File: src/rtl/lp_sleep_pkg.sv
package lp_sleep_pkg;

  typedef enum logic [1:0] {
    ST_AWAKE  = 2'd0,
    ST_ENTER  = 2'd1,
    ST_ASLEEP = 2'd2,
    ST_WAKE   = 2'd3
  } sleep_st_e;

  function automatic int max_int(input int a, input int b);
    return (a > b) ? a : b;
  endfunction

endpackage

File: src/rtl/lp_sleep_rst_sync.sv
module lp_sleep_rst_sync #(
  parameter int STAGES = 2
) (
  input  logic clk,
  input  logic arst_n,
  output logic rst_n_o
);

  localparam int TOP = STAGES - 1;

  logic [STAGES-1:0] chain_q;

  // asynchronous assertion, release walks through the chain on clk
  always_ff @(posedge clk or negedge arst_n) begin
    if (!arst_n) begin
      chain_q <= '0;
    end else begin
      chain_q <= {chain_q[STAGES-2:0], 1'b1};
    end
  end

  assign rst_n_o = chain_q[TOP];

endmodule

File: src/rtl/lp_sleep_req_sync.sv
module lp_sleep_req_sync #(
  parameter int STAGES = 2
) (
  input  logic clk,
  input  logic rst_n,
  input  logic req_async_i,
  output logic req_sync_o
);

  localparam int TOP = STAGES - 1;

  logic [STAGES-1:0] stg_q;

  always_ff @(posedge clk or negedge rst_n) begin
    if (!rst_n) begin
      stg_q <= '0;
    end else begin
      stg_q <= {stg_q[STAGES-2:0], req_async_i};
    end
  end

  assign req_sync_o = stg_q[TOP];

endmodule

File: src/rtl/lp_sleep_fsm.sv
module lp_sleep_fsm
  import lp_sleep_pkg::*;
#(
  parameter int ENTRY_CYCLES = 2,
  parameter int WAKE_CYCLES  = 2
) (
  input  logic clk,
  input  logic rst_n,
  input  logic req_s,
  output logic asleep_o,
  output logic accept_o
);

  localparam int                CNT_MAX = max_int(ENTRY_CYCLES, WAKE_CYCLES);
  localparam int                CNT_W   = $clog2(CNT_MAX + 1);
  localparam logic [CNT_W-1:0]  E_LAST  = CNT_W'(ENTRY_CYCLES - 1);
  localparam logic [CNT_W-1:0]  W_LAST  = CNT_W'(WAKE_CYCLES - 1);
  localparam logic [CNT_W-1:0]  CNT_ONE = CNT_W'(1);

  sleep_st_e        st_q, st_nxt;
  logic [CNT_W-1:0] cnt_q, cnt_nxt;
  logic             st_en, cnt_en, cnt_ld, cnt_inc;

  // next-state logic
  always_comb begin
    st_nxt  = st_q;
    cnt_ld  = 1'b0;
    cnt_inc = 1'b0;
    unique case (st_q)
      ST_AWAKE: begin
        if (req_s) begin
          st_nxt = ST_ENTER;
          cnt_ld = 1'b1;
        end
      end
      ST_ENTER: begin
        if (!req_s)               st_nxt  = ST_AWAKE;   // abandon entry, no wake delay
        else if (cnt_q == E_LAST) st_nxt  = ST_ASLEEP;
        else                      cnt_inc = 1'b1;
      end
      ST_ASLEEP: begin
        if (!req_s) begin
          st_nxt = ST_WAKE;
          cnt_ld = 1'b1;
        end
      end
      ST_WAKE: begin
        if (cnt_q == W_LAST) st_nxt  = ST_AWAKE;        // request ignored until done
        else                 cnt_inc = 1'b1;
      end
      default: st_nxt = ST_AWAKE;
    endcase
  end

  assign st_en   = (st_nxt != st_q);
  assign cnt_en  = cnt_ld | cnt_inc;
  assign cnt_nxt = cnt_ld ? CNT_ONE : cnt_q + CNT_ONE;

  // registers
  always_ff @(posedge clk or negedge rst_n) begin
    if (!rst_n) begin
      st_q <= ST_AWAKE;
    end else if (st_en) begin
      st_q <= st_nxt;
    end
  end

  always_ff @(posedge clk or negedge rst_n) begin
    if (!rst_n) begin
      cnt_q <= '0;
    end else if (cnt_en) begin
      cnt_q <= cnt_nxt;
    end
  end

  assign asleep_o = (st_q == ST_ASLEEP);
  assign accept_o = (st_q == ST_AWAKE) || (st_q == ST_ENTER);

  // sleep is reached only from the entry count with the request still high
  p_entry_needs_req_r2: assert property (@(posedge clk) disable iff (!rst_n)
    $rose(asleep_o) |-> ($past(req_s) && ($past(st_q) == ST_ENTER)));

  // entry counter stays inside its window
  p_enter_cnt_range_r2: assert property (@(posedge clk) disable iff (!rst_n)
    (st_q == ST_ENTER) |-> ((cnt_q >= CNT_ONE) && (cnt_q <= E_LAST)));

  // a withdrawn request during entry returns straight to normal operation
  p_abort_r3: assert property (@(posedge clk) disable iff (!rst_n)
    (st_q == ST_ENTER && !req_s) |=> (st_q == ST_AWAKE && accept_o && !asleep_o));

  // sleep holds while the synchronized request stays high
  p_hold_asleep_r4: assert property (@(posedge clk) disable iff (!rst_n)
    (asleep_o && req_s) |=> asleep_o);

  // inputs reopen only at the end of the wake count
  p_reopen_after_wake_r5: assert property (@(posedge clk) disable iff (!rst_n)
    $rose(accept_o) |-> (($past(st_q) == ST_WAKE) && ($past(cnt_q) == W_LAST)));

  // the wake count runs to completion regardless of the request
  p_wake_runs_r7: assert property (@(posedge clk) disable iff (!rst_n)
    (st_q == ST_WAKE && cnt_q != W_LAST) |=> (st_q == ST_WAKE));

endmodule

File: src/rtl/lp_sleep_ctrl.sv
module lp_sleep_ctrl #(
  parameter int SYNC_STAGES  = 2,
  parameter int ENTRY_CYCLES = 2,
  parameter int WAKE_CYCLES  = 2
) (
  input  logic clk,
  input  logic rst_n,
  input  logic sleep_req_i,
  output logic asleep_o,
  output logic inputs_open_o,
  output logic dq_hiz_o
);

  localparam int RST_STAGES = 2;

  logic rst_int_n;
  logic req_s;
  logic asleep;
  logic accept;

  lp_sleep_rst_sync #(
    .STAGES (RST_STAGES)
  ) u_rst_sync (
    .clk     (clk),
    .arst_n  (rst_n),
    .rst_n_o (rst_int_n)
  );

  lp_sleep_req_sync #(
    .STAGES (SYNC_STAGES)
  ) u_req_sync (
    .clk         (clk),
    .rst_n       (rst_int_n),
    .req_async_i (sleep_req_i),
    .req_sync_o  (req_s)
  );

  lp_sleep_fsm #(
    .ENTRY_CYCLES (ENTRY_CYCLES),
    .WAKE_CYCLES  (WAKE_CYCLES)
  ) u_fsm (
    .clk      (clk),
    .rst_n    (rst_int_n),
    .req_s    (req_s),
    .asleep_o (asleep),
    .accept_o (accept)
  );

  assign asleep_o      = asleep;
  assign inputs_open_o = accept;
  assign dq_hiz_o      = asleep;

  // outputs are never driven while the device is open for inputs in sleep
  p_hiz_gated_r6: assert property (@(posedge clk) disable iff (!rst_int_n)
    dq_hiz_o |-> !inputs_open_o);

endmodule

File: config.mk
export PLATFORM = sky130hd
export DESIGN_NAME = lp_sleep_ctrl
export DESIGN_NICKNAME = d
export VERILOG_FILES = /design/src/rtl/lp_sleep_pkg.sv /design/src/rtl/lp_sleep_rst_sync.sv /design/src/rtl/lp_sleep_req_sync.sv /design/src/rtl/lp_sleep_fsm.sv /design/src/rtl/lp_sleep_ctrl.sv
export SDC_FILE = /design/constraint.sdc
export NUM_CORES = 1
export LEC_CHECK = 0
export BUFFER_PORTS_ARGS = -buffer_cell sky130_fd_sc_hd__buf_2
export CORE_AREA = 2 2 39 41
export DETAILED_ROUTE_END_ITERATION = 12
export DIE_AREA = 0 0 41 43
export PLACE_DENSITY = 0.42
export RECOVER_POWER = 100
export SETUP_SLACK_MARGIN = 0.2
export SYNTH_ARGS = -nofsm -noshare
export SYNTH_HDL_FRONTEND = slang
export SYNTH_SLANG_ARGS = --single-unit
File: constraint.sdc
create_clock -name clk -period 1.05 [get_ports clk]
set_input_delay 0.21 -clock clk [delete_from_list [all_inputs] [get_ports clk]]
set_output_delay 0.21 -clock clk [all_outputs]
set_load 0.01 [all_outputs]
==> results of run 1 <==
cell families (layout without fill, tap and decap cells):
kind of cell             Yosys count  count (layout)  share of synthesized area [%]
AND/OR/NAND/NOR                    6               6                           8.63
buffers and inverters              4              18                           5.88
other                              1               1                           1.18
AO/OA/AOI/OAI                      7               7                           14.5
adder cells (fa/ha/maj)            1               1                           3.92
multiplexers                       1               1                           3.14
flip-flops                         8               8                           62.7
placed cells by master (no fill, tap or decap):
cell type      instances
a22oi_2                1
mux2i_1                1
buf_2                  2
clkbuf_1               1
buf_6                  3
a21o_1                 1
a21oi_2                1
ha_4                   1
conb_1                 1
dlygate4sd3_1          1
o21ai_1                2
inv_1                  3
nor2_4                 1
nand2_1                3
buf_4                  5
nor2b_4                1
a22o_1                 1
nand2_2                1
dfrtp_1                8
clkbuf_4               3
o31ai_2                1
per-layer routing:
metal	share of wire, %	vias to the layer above	global-route usage [%]
met3	2.8	0	3.14
met2	57	5	13.4
met5	0	-	0
met1	40	114	11.0
met4	0	0	8.00
li1	-	120	-
worst reg2reg max path, stage by stage (launching register included):
cell and delay (ns):
dfrtp_1 0.40, buf_4 0.16, nor2_4 0.11, o31ai_2 0.07, a22o_1 0.22
cells in the mapped netlist, drive strengths merged:
cell	count	area, sq um
dfrtp	8	200
ha	1	12.5
conb	1	3.75
nand2	4	15.0
nor2	1	3.75
buf	1	7.51
inv	3	11.3
a21oi	1	5.00
mux2i	1	10.0
nor2b	1	8.76
o31ai	1	7.51
a21o	1	7.51
o21ai	2	10.0
a22oi	1	7.51
a22o	1	8.76
where the power goes:
group	total [mW]	switching (mW)	internal, mW
logic	0.680	0.289	0.391
registers	0.440	0.0616	0.378
clock network	0.230	0.0996	0.130
worst max path at each step:
stage	from	to	slack [ns]	cells past startpoint
final	u_fsm.st_q[1]	asleep_o	-0.11	2
after floorplan	u_fsm.cnt_q[1]	u_fsm.cnt_q[1]	0.02	4
after global placement	u_fsm.cnt_q[1]	u_fsm.cnt_q[1]	0.01	4
after global routing	u_fsm.st_q[1]	asleep_o	-0.19	2
after CTS	u_fsm.st_q[1]	asleep_o	-0.11	2
after detailed placement	u_fsm.cnt_q[1]	u_fsm.cnt_q[1]	-0.008	4
area by class of cell:
class	instances	area, sq um	share of cell area (%)
Sequential cell	8	200	40.8
Inverter	3	11.3	2.30
Timing Repair Buffer	12	95.1	19.4
Tap cell	16	20.0	4.08
Clock buffer	3	22.5	4.59
Multi-Input combinational cell	16	141	28.8
state kept, by name, indices dropped and copies added (netlist names):
signal	count
u_fsm.cnt_q	2
u_fsm.st_q	2
u_req_sync.stg_q	2
u_rst_sync.chain_q	2
stage by stage:
stage               util [%]  std cells
finish                  35.4         58
global route            35.4         58
CTS                     33.5         57
detailed placement      29.4         52
global placement        29.4         52
floorplan                  -         28
repair_timing:
item,4_1_cts,5_1_grt
gates resized for setup,5,4
hold buffers,1,0
pin swaps,2,0
endpoints found under the setup margin,7,7
hold endpoints to repair,2,0
buffers inserted,1,1
==> reports/metrics.yaml, run 1 <==
outcome:
  status: "complete, but fails checks"
  violations: "negative setup slack"
sta:
  fmax_mhz: 862
  drv_slew: 0
  setup-tns-final_ns: -0.262
  fin_crit_ns: 1.16
  rsz0062_at_grt: "yes"
  whs_ns: 0.0642
  finalClockSkew_ns: 0.00218
  setup_viol: 5
  layout_setup_ws_ns: -0.110
  hold_violations: 0
  fin_crit_sh_pct: 110
placement:
  dp_hpwl_um: 422
  place_ws_ns: -0.00826
  portBuffers: 5
  place_congestion: 0.691
  place_area_sq_um: 407
logic_synthesis:
  ys.warnings.count: 0
  postSynthAreaPerCell_sq_um: 11.4
  ys_ff_latch: 8
  yosysSeqAreaShare_pct: 62.7
  netlist_instances: 28
  synth_area_sq_um: 319
  syn_nets: 32
  ys_types: 15
setup_path:
  path_buf_inv: 1
  rr_worst_depth: 4
  crit_path_top_delay_cell: "dfrtp_1"
  path_max_fanout: 4
  rrSetupSlack_ns: -0.02
  cp_top_family: "flip-flops"
  cp.required_ns: 0.84
  crit_type: "register to output pin"
  cp-end-kind: "output pin"
  r2r_start: "u_fsm.st_q[1]"
  crit_chain: "nor2b_4, buf_6"
  crit_path_max_incr_delay_ns: 0.38
  startpoint_type: "register"
  reg2reg_to: "u_fsm.cnt_q[1]"
  cp.arrival_ns: 0.95
clocking:
  cts.sinks: 8
  cts_tree: "built"
  clkTransAtPathRegs_ns: 0.05
  htree_levels: 1
  cts_buffers: 3
  clkLatencyLatePin_ns: 0.25
  cts_root_buffer: "clkbuf_4"
  clockBufferDepth: 2
layout:
  area_delta_synth_final_pct: 53.7
  antennaDiodeCount: 0
  stdcell_area_sq_um: 490
  finalNetCount: 48
  fillCellCount: 141
  drive_above_1_share_pct: 47.6
global_route:
  grt_pass1_wl_um: 1060
  grt-ovfl-total: 0
  grt_max_degree: 7
  track_usage_pct: 9.55
  antenna_found_initial: 0
  grt_pass1_vias: 257
routing:
  wl_per_cell_um: 9.93
  antenna_left: 0
  viasPerCell: 4.12
  routed_wl_um: 576
  first_iter_violations: 0
  drc: 0
  drt_first_pass_iters: 1
  vias: 239
job:
  cap_violations: 0
die:
  die_y_um: 43
  die_area_sq_mm: 0.00176
  die_x_um: 41
  num_rows: 14
  initial_core_util_pct: 23.1
  ios: 6
  core_area_sq_mm: 0.00138
hold_path:
  whs_path_depth: 1
  min_from: "sleep_req_i"
  hp-class: "input pin to register"
  holdPathEnd: "u_req_sync.stg_q[0]"
power:
  total_power_mw: 1.35
  power_density_mw_per_mm2: 2750
  power_leakage_nw: 0.235
  vdd_drop_max_mv: 0.809
(Power assumes the default switching activity.)
==> inputs of run 2 (changes only) <==
Settings changed: BUFFER_PORTS_ARGS -buffer_cell sky130_fd_sc_hd__buf_2 to unset, DONT_BUFFER_PORTS set to 1, PLACE_DENSITY 0.42 to 0.38.
==> run 2 against run 1 <==
Net effect: the flow still finishes with violations (negative setup slack); total power up 2.7%; sequential power down 1%; clock power down 3%; first-iteration DRC count unchanged; global-route usage up 0.082 points; die area unchanged; via count up 1.7%; non-clock buffer count down 2; largest cell class unchanged.
==> reports/metrics.yaml, run 2 (same netlist as run 1, synthesis figures left out) <==
outcome:
  status: "complete, but fails checks"
  violations: "negative setup slack"
setup_path:
  cp-end-kind: "output pin"
  crit_start: "u_fsm.st_q[0]"
  startpoint_type: "register"
  crit_type: "register to output pin"
  rrSetupSlack_ns: -0.02  # about the same
  r2r_start: "u_fsm.cnt_q[0]"
  cp.required_ns: 0.84  # about the same
  path_max_fanout: 2  # -2
  cp.arrival_ns: 0.90  # -0.05 ns
clocking:
  cts_tree: "built"
  clkTransAtPathRegs_ns: 0.05  # about the same
  clockBufferDepth: 2  # unchanged
  htree_levels: 1  # unchanged
  cts_root_buffer: "clkbuf_4"
  cts.sinks: 8  # unchanged
  clkLatencyLatePin_ns: 0.25  # about the same
  cts_buffers: 3  # unchanged
global_route:
  grt_max_degree: 7  # unchanged
  grt_pass1_vias: 279  # +8.6%
  grt-ovfl-total: 0  # unchanged
  grt_pass1_wl_um: 1060  # unchanged
  antenna_found_initial: 0  # unchanged
  track_usage_pct: 9.63  # +0.082 points
sta:
  whs_ns: 0.0915  # +0.0273 ns
  rsz0062_at_grt: "yes"
  setup-tns-final_ns: -0.133  # +0.130 ns
  setup_viol: 3  # -2
  drv_slew: 0  # unchanged
  fin_crit_ns: 1.11  # -0.0551 ns
  layout_setup_ws_ns: -0.0551  # +0.0551 ns
  finalClockSkew_ns: 0.00717  # +0.00498 ns
  hold_violations: 0  # unchanged
  fin_crit_sh_pct: 105  # -5.2 points
  fmax_mhz: 905  # +5.0%
hold_path:
  hp-class: "register to asynchronous set/reset pin"
routing:
  drt_first_pass_iters: 1  # unchanged
  antenna_left: 0  # unchanged
  viasPerCell: 4.34  # +5.3%
  wl_per_cell_um: 10.7  # +7.9%
  first_iter_violations: 0  # unchanged
  drc: 0  # unchanged
  routed_wl_um: 600  # +4.2%
  vias: 243  # +1.7%
layout:
  antennaDiodeCount: 0  # unchanged
  layout_commonest_cell: "dfrtp_1"
  layout_common_cells: "8 x dfrtp_1, 5 x buf_4, 3 x clkbuf_4, 3 x buf_6"
  drive_above_1_share_pct: 55.0  # +7.4 points
  area_delta_synth_final_pct: 54.5
  finalNetCount: 46  # -4.2%
placement:
  place_congestion: 0.597  # -14%
  dp_hpwl_um: 416  # -1.4%
  portBuffers: 0  # -5
die:
  num_rows: 14  # unchanged
  die_area_sq_mm: 0.00176  # unchanged
  ios: 6  # unchanged
  core_area_sq_mm: 0.00138  # unchanged
  initial_core_util_pct: 23.1  # unchanged
  die_x_um: 41  # unchanged
  die_y_um: 43  # unchanged
power:
  clkPwrFrac_pct: 16.2  # -0.8 points
  power_density_mw_per_mm2: 2810  # +2.2%
  power_leakage_nw: 0.235  # about the same
  switching_share_pct: 34.2  # +0.85 points
  vdd_drop_max_mv: 1.14  # +41%
  p_comb_share_pct: 52.4  # +2.0 points
  internal_power_uw: 912  # +1.4%
  switching_power_uw: 475  # +5.3%
  seq_power_share_pct: 31.4  # -1.2 points
job:
  cap_violations: 0  # unchanged
[run 2: changes by cell type in the layout (fill, tap and decap cells not counted), sizes merged]
cell         before  now
dlygate4sd3       1    2
buf              10    8
clkbuf            4    3
[run 2: final timing paths]
path,depth (start not counted),endpoint
hold reg to reg,0,u_fsm.st_q[0]
setup reg to reg,3,u_fsm.cnt_q[1]
setup / recovery,2,asleep_o
min in group clk,0,u_rst_sync.chain_q[1]
hold / removal,0,u_fsm.st_q[0]
max in group asynchronous,1,u_rst_sync.chain_q[0]
[run 2: area by class of cell]
cell class / count / area, sq um
fill: 134 / 891
sequential: 8 / 200
inverter: 3 / 13.8
clock buffer: 3 / 22.5
timing repair buffer: 10 / 91.3
tap: 16 / 20.0
multi-input combinational: 16 / 145
[run 2: power groups by stage]
stage | combinational, mW | sequential [mW] | clock [mW]
2_1_floorplan | 0.326 | 0.458 | 0
3_3_place_gp | 0.470 | 0.446 | 0
3_5_place_dp | 0.485 | 0.448 | 0
4_1_cts | 0.668 | 0.437 | 0.240
5_1_grt | 0.790 | 0.446 | 0.268
6_report | 0.727 | 0.435 | 0.224
[run 2: stage by stage]
| stage | std cells | utilization (%) | setup WS [ns] | area, sq um | power (mW) |
|---|---|---|---|---|---|
| after floorplan | 28 | - | 0.0217 | 343 | 0.784 |
| after global placement | 48 | 28.1 | 0.00353 | 389 | 0.916 |
| after global routing | 56 | 35.6 | -0.115 | 493 | 1.50 |
| after detailed placement | 48 | 28.1 | -0.0313 | 389 | 0.933 |
| after CTS | 55 | 34.6 | -0.0732 | 479 | 1.34 |
| final | 56 | 35.6 | -0.0551 | 493 | 1.39 |
[run 2: routing by layer]
metal  global-route usage, %  vias to the layer above  routed length (um)
met2                    15.6                        4                 342
met4                    8.67                        0                   8
met3                    3.14                        2                  27
li1                        -                      118                   -
met1                    8.64                      119                 222
met5                       0                        -                   0
[run 2: worst max-delay path, stage by stage, from the launching register on]
cell and delay, ns:
dfrtp_1 0.40, nor2b_4 0.13, buf_6 0.12
[run 2: timing repair]
action                     in CTS  in global routing
pin swaps                       3                  4
hold buffers                    2                  0
setup endpoints to repair       7                  7
hold endpoints to repair        3                  0
buffers inserted                2                  1
resized for setup              10                  3
==> inputs of run 3 (changes only) <==
==> constraint.sdc (replaced) <==
create_clock -name clk -period 1.2 [get_ports clk]
set_input_delay 0.12 -clock clk [delete_from_list [all_inputs] [get_ports clk]]
set_output_delay 0.12 -clock clk [all_outputs]
set_load 0.01 [all_outputs]
==> run 3 against run 2 <==
Net effect: the run now ends clean; sequential power down 11%; cell count fell by 7.1%; register-to-register slack better by 0.11 ns; hold slack lost 0.0027 ns; total power fell by 26%; final area fell by 12%; flip-flop and latch count unchanged; combinational power down 39%.
==> reports/metrics.yaml, run 3 (same netlist as run 1, synthesis figures left out) <==
setup_path:
  crit_path_top_delay_cell: "dfrtp_1"
  startpoint_type: "register"
  r2r_start: "u_fsm.cnt_q[1]"
  crit_path_max_incr_delay_ns: 0.38  # -0.02 ns
  rrSetupSlack_ns: 0.09  # +0.11 ns
  path_max_fanout: 2  # unchanged
  cp.required_ns: 1.38  # +0.54 ns
  crit_type: "register to register"
  cp-end-kind: "register"
  crit_chain: "inv_2, ha_4, o31ai_1, a22o_1"
  reg2reg_to: "u_fsm.cnt_q[1]"
  rr_worst_depth: 4  # +1
  cp.arrival_ns: 1.29  # +0.39 ns
die:
  initial_core_util_pct: 23.1  # unchanged
  ios: 6  # unchanged
  core_area_sq_mm: 0.00138  # unchanged
  die_area_sq_mm: 0.00176  # unchanged
  die_y_um: 43  # unchanged
  die_x_um: 41  # unchanged
  num_rows: 14  # unchanged
global_route:
  track_usage_pct: 7.64  # -2.0 points
  grt_pass1_wl_um: 834  # -21%
  grt_pass1_vias: 215  # -23%
  grt-ovfl-total: 0  # unchanged
  antenna_found_initial: 0  # unchanged
  grt_max_degree: 7  # unchanged
layout:
  final_cells: 52  # -7.1%
  area_delta_synth_final_pct: 36.1
  fillCellCount: 146  # +9.0%
  antennaDiodeCount: 0  # unchanged
  finalNetCount: 42  # -8.7%
  layout_commonest_cell: "dfrtp_1"
  drive_above_1_share_pct: 41.7  # -13 points
  layout_common_cells: "7 x dfrtp_1, 4 x buf_4, 3 x clkbuf_4"
routing:
  vias: 220  # -9.5%
  drt_first_pass_iters: 2  # +1
  routed_wl_um: 510  # -15%
  first_iter_violations: 1  # +1
  viasPerCell: 4.23  # -2.5%
  wl_per_cell_um: 9.81  # -8.5%
  antenna_left: 0  # unchanged
  drc: 0  # unchanged
sta:
  fin_crit_ns: 1.11
  setup-tns-final_ns: 0  # +0.133 ns
  layout_setup_ws_ns: 0.0945  # +0.150 ns
  setup_viol: 0  # -3
  finalClockSkew_ns: 0.00191  # -0.00526 ns
  rsz0062_at_grt: "yes"
  drv_slew: 0  # unchanged
  hold_violations: 0  # unchanged
  fin_crit_sh_pct: 92.1
  fmax_mhz: 905
hold_path:
  hp-class: "register to asynchronous set/reset pin"
clocking:
  cts_buffers: 3  # unchanged
  htree_levels: 1  # unchanged
  clkLatencyLatePin_ns: 0.24  # about the same
  cts_tree: "built"
  cts_root_buffer: "clkbuf_4"
  clkTransAtPathRegs_ns: 0.05  # about the same
  clockBufferDepth: 2  # unchanged
  cts.sinks: 8  # unchanged
power:
  total_power_mw: 1.02  # -26%
  power_leakage_nw: 0.205  # -13%
  power_density_mw_per_mm2: 2360  # -16%
  vdd_drop_max_mv: 0.760  # -33%
outcome:
  status: "complete, no violations"
placement:
  place_congestion: 0.607  # +1.6%
  portBuffers: 0  # unchanged
  dp_hpwl_um: 362  # -13%
  post-place-cells: 43  # -10%
  place_ws_ns: 0.119  # +0.150 ns
job:
  cap_violations: 0  # unchanged
-- run 3: worst max path at each step --
stage	from	endpoint	slack, ns	depth (start not counted)
detailed placement	u_fsm.st_q[1]	u_fsm.cnt_q[1]	0.12	3
global placement	u_fsm.cnt_q[0]	u_fsm.cnt_q[1]	0.12	3
floorplan	u_fsm.cnt_q[1]	u_fsm.cnt_q[1]	0.17	4
finish	u_fsm.cnt_q[1]	u_fsm.cnt_q[1]	0.09	4
CTS	u_fsm.cnt_q[0]	u_fsm.cnt_q[1]	0.13	3
global route	u_fsm.cnt_q[1]	u_fsm.cnt_q[1]	0.05	4
-- run 3: power by group --
| group | switching (mW) | total (mW) | internal, mW |
|---|---|---|---|
| Clock | 0.0799 | 0.194 | 0.114 |
| Combinational | 0.214 | 0.442 | 0.228 |
| Sequential | 0.0527 | 0.388 | 0.335 |
-- run 3: timing repair --
item                       CTS  global route
setup endpoints to repair    5             7
hold buffers                 2             0
pin swaps                    3             2
hold endpoints to repair     3             0
buffers inserted             4             0
gates resized for setup      2             8
cloned                       0             0
-- run 3: cell type report --
class	count	area [sq um]	share of cell area (%)
Sequential cell	8	201	46.4
Multi-Input combinational cell	16	129	29.7
Timing Repair Buffer	6	50.0	11.5
Clock buffer	3	22.5	5.19
Tap cell	16	20.0	4.61
Inverter	3	11.3	2.59
-- run 3: critical path, delay by kind of cell (launching register included) --
family,cells,cell delay (ns)
flip-flops,1,0.38
AO/OA/AOI/OAI,2,0.39
adder cells (fa/ha/maj),1,0.19
buffers and inverters,1,0.07
-- run 3: layer usage --
metal	GRT usage [%]	part of all wire, %	up-vias
li1	-	-	107
met1	8.42	45	107
met2	10.0	49	6
met3	4.71	5.7	0
met4	6.00	0	0
met5	0	0	-
-- run 3: metrics by stage --
| stage | hold WS (ns) | cell area (sq um) | utilization (%) |
|---|---|---|---|
| after floorplan | -0.176 | 337 | - |
| after CTS | 0.0887 | 428 | 30.9 |
| after global routing | 0.0833 | 434 | 31.4 |
| after detailed placement | -0.176 | 349 | 25.2 |
| final | 0.0888 | 434 | 31.4 |
| after global placement | -0.176 | 349 | 25.2 |
